`src/rtl/lcd_seq_pkg.sv`:
```
// Shared types for the LCD scanline sequencer.
// Assumes the mode code values are seen by software in status bits 1..0.
package lcd_seq_pkg;

    typedef enum logic [1:0] {
        MODE_HBLANK = 2'd0,
        MODE_VBLANK = 2'd1,
        MODE_OAM    = 2'd2,
        MODE_XFER   = 2'd3
    } lcd_mode_e;

    localparam logic SEL_STAT = 1'b0;
    localparam logic SEL_LYC  = 1'b1;

endpackage

```
`src/rtl/lcd_scan_ctr.sv`:
```
// Dot/line/mode counter. Advances by DOTS_PER_TICK per tick while enabled,
// walks the modes of a line, and steps through visible and blank lines.
// Assumes every mode length is a multiple of DOTS_PER_TICK and that
// OAM_DOTS + XFER_DOTS < LINE_DOTS. Also exports the next-state line number.
module lcd_scan_ctr
    import lcd_seq_pkg::*;
#(
    parameter int DOTS_PER_TICK = 4,
    parameter int OAM_DOTS      = 80,
    parameter int XFER_DOTS     = 172,
    parameter int LINE_DOTS     = 456,
    parameter int VBLANK_START  = 143,
    parameter int VBLANK_LINES  = 10,
    parameter int LY_W          = 8
) (
    input  logic            clk,
    input  logic            rst_n,
    input  logic            en,
    input  logic            tick,
    output lcd_mode_e       mode_o,
    output logic [LY_W-1:0] ly_o,
    output logic [LY_W-1:0] ly_nxt_o
);

    localparam int DOT_W = $clog2(LINE_DOTS + DOTS_PER_TICK);
    localparam logic [DOT_W-1:0] STEP      = DOT_W'(DOTS_PER_TICK);
    localparam logic [DOT_W-1:0] OAM_END   = DOT_W'(OAM_DOTS);
    localparam logic [DOT_W-1:0] XFER_END  = DOT_W'(OAM_DOTS + XFER_DOTS);
    localparam logic [DOT_W-1:0] LINE_END  = DOT_W'(LINE_DOTS);
    localparam logic [LY_W-1:0]  VBL_FIRST = LY_W'(VBLANK_START);
    localparam logic [LY_W-1:0]  VBL_LAST  = LY_W'(VBLANK_START + VBLANK_LINES - 1);

    logic [DOT_W-1:0] dot_q, dot_nxt, dot_sum;
    logic [LY_W-1:0]  ly_q, ly_nxt, ly_inc;
    lcd_mode_e        mode_q, mode_nxt;

    // Next-state logic for dot position, line number and mode.
    always_comb begin
        dot_sum  = dot_q + STEP;
        ly_inc   = ly_q + 1'b1;
        dot_nxt  = dot_q;
        ly_nxt   = ly_q;
        mode_nxt = mode_q;
        if (!en) begin
            dot_nxt  = '0;
            ly_nxt   = '0;
            mode_nxt = MODE_VBLANK;
        end else if (tick) begin
            if (dot_sum >= LINE_END) begin
                dot_nxt = '0;
                if (mode_q == MODE_VBLANK) begin
                    if (ly_q == VBL_LAST || ly_q < VBL_FIRST) begin
                        ly_nxt   = '0;
                        mode_nxt = MODE_OAM;
                    end else begin
                        ly_nxt = ly_inc;
                    end
                end else begin
                    ly_nxt   = ly_inc;
                    mode_nxt = (ly_inc == VBL_FIRST) ? MODE_VBLANK : MODE_OAM;
                end
            end else begin
                dot_nxt = dot_sum;
                if (mode_q == MODE_OAM && dot_sum >= OAM_END) begin
                    mode_nxt = MODE_XFER;
                end else if (mode_q == MODE_XFER && dot_sum >= XFER_END) begin
                    mode_nxt = MODE_HBLANK;
                end
            end
        end
    end

    // State registers; reset parks in vertical blank at line 0.
    always_ff @(posedge clk) begin
        if (!rst_n) begin
            dot_q  <= '0;
            ly_q   <= '0;
            mode_q <= MODE_VBLANK;
        end else begin
            dot_q  <= dot_nxt;
            ly_q   <= ly_nxt;
            mode_q <= mode_nxt;
        end
    end

    assign mode_o   = mode_q;
    assign ly_o     = ly_q;
    assign ly_nxt_o = ly_nxt;

endmodule

```
`src/rtl/lcd_stat_reg.sv`:
```
// Status and line-compare registers. Software owns status bits 7..3; bit 2
// is the line-match flag, refreshed on every tick from the next-state line;
// bits 1..0 mirror the mode. Assumes ly_nxt equals the line after this cycle.
module lcd_stat_reg
    import lcd_seq_pkg::*;
#(
    parameter int LY_W = 8
) (
    input  logic            clk,
    input  logic            rst_n,
    input  logic            tick,
    input  logic            wr_en,
    input  logic            wr_sel,
    input  logic [7:0]      wr_data,
    input  logic [LY_W-1:0] ly_nxt,
    input  lcd_mode_e       mode,
    output logic [7:0]      rdata,
    output logic [3:0]      src_en,
    output logic            match
);

    logic [4:0]      ctrl_q;
    logic [LY_W-1:0] lyc_q;
    logic            match_q;

    // Software writes to the control bits and the compare value.
    always_ff @(posedge clk) begin
        if (!rst_n) begin
            ctrl_q <= '0;
            lyc_q  <= '0;
        end else if (wr_en) begin
            if (wr_sel == SEL_STAT) ctrl_q <= wr_data[7:3];
            else                    lyc_q  <= LY_W'(wr_data);
        end
    end

    // Line-match flag, refreshed once per tick.
    always_ff @(posedge clk) begin
        if (!rst_n)    match_q <= 1'b0;
        else if (tick) match_q <= (ly_nxt == lyc_q);
    end

    assign rdata  = {ctrl_q, match_q, mode};
    assign src_en = ctrl_q[3:0];
    assign match  = match_q;

endmodule

```
`src/rtl/lcd_irq_edge.sv`:
```
// Rising-edge pulse generator for N request conditions; each pulse is one
// registered cycle long. Assumes conditions are free of glitches at the edge.
module lcd_irq_edge #(
    parameter int N = 2
) (
    input  logic         clk,
    input  logic         rst_n,
    input  logic [N-1:0] cond,
    output logic [N-1:0] pulse
);

    logic [N-1:0] prev_q;

    // Remember last condition and emit a pulse on each 0->1 change.
    always_ff @(posedge clk) begin
        if (!rst_n) begin
            prev_q <= '0;
            pulse  <= '0;
        end else begin
            prev_q <= cond;
            pulse  <= cond & ~prev_q;
        end
    end

endmodule

```
`src/rtl/lcd_timing_seq.sv`:
```
// Top of the LCD scanline sequencer: counter, status registers and the two
// interrupt request pulses. Assumes one tick equals one machine cycle.
module lcd_timing_seq
    import lcd_seq_pkg::*;
#(
    parameter int DOTS_PER_TICK = 4,
    parameter int OAM_DOTS      = 80,
    parameter int XFER_DOTS     = 172,
    parameter int LINE_DOTS     = 456,
    parameter int VBLANK_START  = 143,
    parameter int VBLANK_LINES  = 10,
    parameter int LY_W          = 8
) (
    input  logic            clk,
    input  logic            rst_n,
    input  logic            lcd_en,
    input  logic            tick,
    input  logic            wr_en,
    input  logic            wr_sel,
    input  logic [7:0]      wr_data,
    output logic [1:0]      mode,
    output logic [LY_W-1:0] ly,
    output logic [7:0]      stat_rdata,
    output logic            irq_vblank,
    output logic            irq_stat
);

    localparam logic [LY_W-1:0] VBL_FIRST = LY_W'(VBLANK_START);

    lcd_mode_e       mode_w;
    logic [LY_W-1:0] ly_w, ly_nxt_w;
    logic [3:0]      src_en;
    logic            match_w;
    logic [1:0]      irq_cond, irq_pulse;

    lcd_scan_ctr #(
        .DOTS_PER_TICK(DOTS_PER_TICK), .OAM_DOTS(OAM_DOTS), .XFER_DOTS(XFER_DOTS),
        .LINE_DOTS(LINE_DOTS), .VBLANK_START(VBLANK_START),
        .VBLANK_LINES(VBLANK_LINES), .LY_W(LY_W)
    ) u_ctr (
        .clk(clk), .rst_n(rst_n), .en(lcd_en), .tick(tick),
        .mode_o(mode_w), .ly_o(ly_w), .ly_nxt_o(ly_nxt_w)
    );

    lcd_stat_reg #(.LY_W(LY_W)) u_stat (
        .clk(clk), .rst_n(rst_n), .tick(tick), .wr_en(wr_en), .wr_sel(wr_sel),
        .wr_data(wr_data), .ly_nxt(ly_nxt_w), .mode(mode_w),
        .rdata(stat_rdata), .src_en(src_en), .match(match_w)
    );

    // Request conditions: [0] in a real vertical blank, [1] status sources.
    always_comb begin
        irq_cond[0] = lcd_en && (mode_w == MODE_VBLANK) && (ly_w >= VBL_FIRST);
        irq_cond[1] = (src_en[3] && match_w)
                   || (src_en[2] && mode_w == MODE_OAM)
                   || (src_en[1] && mode_w == MODE_VBLANK)
                   || (src_en[0] && mode_w == MODE_HBLANK);
    end

    lcd_irq_edge #(.N(2)) u_edge (
        .clk(clk), .rst_n(rst_n), .cond(irq_cond), .pulse(irq_pulse)
    );

    assign mode       = mode_w;
    assign ly         = ly_w;
    assign irq_vblank = irq_pulse[0];
    assign irq_stat   = irq_pulse[1];

endmodule

```
`config.mk`:
```
export PLATFORM = sky130hd
export DESIGN_NAME = lcd_timing_seq
export DESIGN_NICKNAME = d
export VERILOG_FILES = /design/src/rtl/lcd_seq_pkg.sv /design/src/rtl/lcd_scan_ctr.sv /design/src/rtl/lcd_stat_reg.sv /design/src/rtl/lcd_irq_edge.sv /design/src/rtl/lcd_timing_seq.sv
export SDC_FILE = /design/constraint.sdc
export NUM_CORES = 1
export LEC_CHECK = 0
export BUFFER_PORTS_ARGS = -buffer_cell sky130_fd_sc_hd__buf_4
export CAP_MARGIN = 20
export CELL_PAD_IN_SITES_DETAIL_PLACEMENT = 0
export CELL_PAD_IN_SITES_GLOBAL_PLACEMENT = 1
export CORE_ASPECT_RATIO = 0.7
export CORE_MARGIN = 2
export CORE_UTILIZATION = 46
export DETAILED_ROUTE_END_ITERATION = 10
export GPL_TIMING_DRIVEN = 0
export PLACE_DENSITY_LB_ADDON = 0.25
export SYNTH_ARGS = -nofsm -noshare
export SYNTH_HDL_FRONTEND = slang
export SYNTH_SLANG_ARGS = --single-unit
```
`constraint.sdc`:
```
create_clock -name clk -period 8.5 [get_ports clk]
set_input_delay 0.425 -clock clk [delete_from_list [all_inputs] [get_ports clk]]
set_output_delay 0.425 -clock clk [all_outputs]
set_load 0.02 [all_outputs]
```
==> summary.md <==
| Metric | Value |
|---|---|
| Status | complete, no violations |
| Rows | 22 |
| Synth unique cells | 68 |
| Post-CTS Resized | 0 |
| Arrival time worst endpoint | 3.30 ns |
| Crit path from | u_ctr.dot_q[2] |
| Fillcell total | slightly above 500 |
| # clock sinks | 35 |
| Final Hold Viols | 0 |
| Reg-to-Reg Start | u_ctr.dot_q[2] |
| R2R cell count | 11 |
| Family with the most delay on the worst path | simple AND/OR/NAND/NOR gates |
| GP Congestion | roughly 0.86 |
| Register bit total from synthesis | 35 |
| Async SR Flop Fraction | 0% |
| Core Area | 5230 um2 |
| Clock transition at path regs | about 0.080 ns |
| Later-pin clock latency in the skew report | 0.30 ns |
| Crit path launch type | register |
| Max_cap viols | 0 |
| Hold-fix buffers at CTS | 0 |
| Register area share after synthesis | ~28% |
| Initial core utilization | roughly 47% |
| WP data required | between 8 and 9 ns |
| Initial antenna violation count | 0 |
| Internal reg-to-reg setup slack | between 5 and 6 ns |
| Setup bufs post-CTS | 0 |
| Die Y | ~65 um |
| Worst path bufs/invs | 2 |
| Most frequent cells in the layout | buf_4 (37), dfxtp_1 (35), nand2_1 (28), nor2_1 (23) |
| Max stage delay on crit path | 0.49 ns |
| Design Power | approximately 0.37 mW |
| Peak VDD IR | 84.9 uV |
| Worst-Margin Slew | around 0.63 ns |
| RSZ-0062 raised after global routing | false |
| First-pass GRT wire length | around 11000 um |
| TritonCTS buffer count | 5 |
| 1st-iter DRT viols | around 200 |
| CTS tree | done |
| Relative slew slack | approximately three fifths |
| Stages on the worst setup path | 11 |
| GRT Total Usage | approximately 23% |
| Power per cell area | between 100 and 150 nW/um2 |
| Share of the synthesized area in the top cell type | 28.2% |
| Final TNS setup | 0 ns |
| Routed via count | ~2400 |
| Synthesized Nets | approximately 330 |
| FF-to-FF End | u_ctr.mode_o[1] |
| Via density | between 5 and 6 |
| Detailed placement HPWL | between 4000 and 5000 um |
| Max FO, Critical Path | 10 |
| Vias in the first global route | 2182 |
| Area grow syn2layout | 17.9% |
| Largest net degree at the start of global routing | 13 |
| Sequential Area | around 700 um2 |
| Wirelength, routed | approximately 6600 um |
| CP max stage cell | dfxtp_1 |
| Tmin final | roughly 3.1 ns |
| Layout cells sized above 1 | 19.5% |
| Clk Tree Root Cell | clkbuf_8 |
| Nets | about 370 |
| Leading cell type in the layout, fill and taps excluded | buf_4 |
| Setup crit end | u_ctr.mode_o[1] |
| DRC viols | 0 |
| Max clock buf depth | 2 |
| DRT antenna net count | 0 |
| Diode count | 0 |
| Yosys warnings | 0 |
| Fin crit share | between 30% and 40% |
| Die Wd | 91.8 um |
| Port bufs | 31 |
| Yosys top cell by area | dfxtp_1 |
| Main synth FF type | dfxtp_1 |
| Max-slew violations | 0 |
| Synthesized area | roughly 2500 um2 |
| Skew final | between 0.007 and 0.008 ns |
| Critical path class | register to register |
| IO Count | 34 |
| EDFF count, synth | 0 |
| Synth top area cells | dfxtp_1 (28%), nand2_1 (4.2%), mux2i_1 (3.6%) |
| Area of the multi-input gates | approximately 1600 um2 |
| Die footprint | around 6000 um2 |
| Initial DRT Pass Iterations | 5 |
| GRT overflow | 0 |
| CP cell instances | inv_1 > ha_1 > and4b_4 > nor4_4 > o21ai_0 > nor2_1 > clkbuf_1 > a21o_1 > o21ai_0 > a22oi_1 > nor2_1 |
| Highest Clock Rate | ~320 MHz |
| Syn_area_per_cell | around 8 um2 |
| Hold Crit Class | register to register |
| Leakage | around 1.1 nW |
| Mapped Cells | between 300 and 400 |
| H-tree depth | 2 |
| CP Capture Type | register |
| Final setup vio count | 0 |
| WL per Instance | 15.8 um |
## stage by stage
stage | area, um2 | instances | util, % | worst slack, ns | hold WS (ns)
after floorplan | 2480 | 309 | - | 5.78 | 0.367
after global placement | 2810 | 412 | 53.6 | 5.45 | 0.371
after detailed placement | 2810 | 412 | 53.6 | 5.44 | 0.378
after CTS | 2930 | 420 | 56.0 | 5.40 | 0.384
after global routing | 2930 | 420 | 56.0 | 5.10 | 0.397
final | 2930 | 420 | 56.0 | 5.37 | 0.387
## registers in the layout, summed over array words and instances (netlist names)
| register | cells |
|---|---|
| u_ctr.mode_o | 2 |
| u_stat.ctrl_q | 5 |
| u_stat.match | 1 |
| u_stat.lyc_q | 8 |
| u_edge.prev_q | 2 |
| u_ctr.ly_o | 8 |
| u_edge.pulse | 2 |
| u_ctr.dot_q | 7 |
## Yosys cell counts (all sizes together) (3+ instances only)
library cell	number
clkbuf	8
buf	18
o31ai	7
o311ai	3
inv	10
nand3	16
dfxtp	35
ha	5
o211ai	3
and2	4
o21ai	20
nor4	3
nand4b	4
nand3b	6
and3	10
xnor2	5
a21boi	9
xor2	3
a21oi	14
a211oi	4
nor2b	13
nor2	23
nand2	28
a21o	4
nor3	6
mux2i	9
## cell families (layout without fill, tap and decap cells)
| family | after synthesis | in the layout | synth area share (%) |
|---|---|---|---|
| adder cells (fa/ha/maj) | 5 | 5 | 2.52 |
| multiplexers | 10 | 10 | 4.08 |
| AND/OR/NAND/NOR | 126 | 126 | 28.0 |
| AO/OA/AOI/OAI | 89 | 89 | 26.9 |
| buffers and inverters | 36 | 75 | 7.41 |
| flip-flops | 35 | 35 | 28.2 |
| XOR/XNOR | 8 | 8 | 2.82 |
## worst min-delay path by stage
stage,end,slack [ns],from,cells past startpoint
after floorplan,u_edge.pulse[0],0.37,u_edge.prev_q[0],1
after global placement,u_edge.pulse[0],0.37,u_edge.prev_q[0],1
after detailed placement,u_edge.pulse[0],0.38,u_edge.prev_q[0],1
after CTS,u_stat.lyc_q[2],0.38,wr_data[2],3
after global routing,u_edge.pulse[0],0.40,u_edge.prev_q[0],1
final,u_edge.pulse[0],0.39,u_edge.prev_q[0],1
## report_power, final
group	total [mW]	leakage, nW	internal [mW]	switching, mW
Combinational	0.0346	0.754	0.0155	0.0191
Sequential	0.172	0.284	0.168	0.00451
Clock	0.166	0.0618	0.0965	0.0691
Total	0.373	1.10	0.280	0.0927
## layout make-up
| class | instances | area share [%] |
|---|---|---|
| plain buffers | 26 | 5.00 |
| clock buffers | 6 | 2.82 |
| clock inverters | 2 | 1.33 |
| inverters | 10 | 1.28 |
| multi-input cells | 238 | 54.6 |
| flip-flops and latches | 35 | 23.9 |
| well taps | 72 | 3.08 |
| repair buffers | 31 | 7.95 |
## routing by layer
metal  track usage [%]  wire, um  vias up
met2              33.9      2650       91
met3              5.05       580        7
li1                  -         -     1204
met4              5.97        63        0
met5                 0         0        -
met1              34.2      3350     1109
No activity file was read; power rests on OpenSTA's default activity.
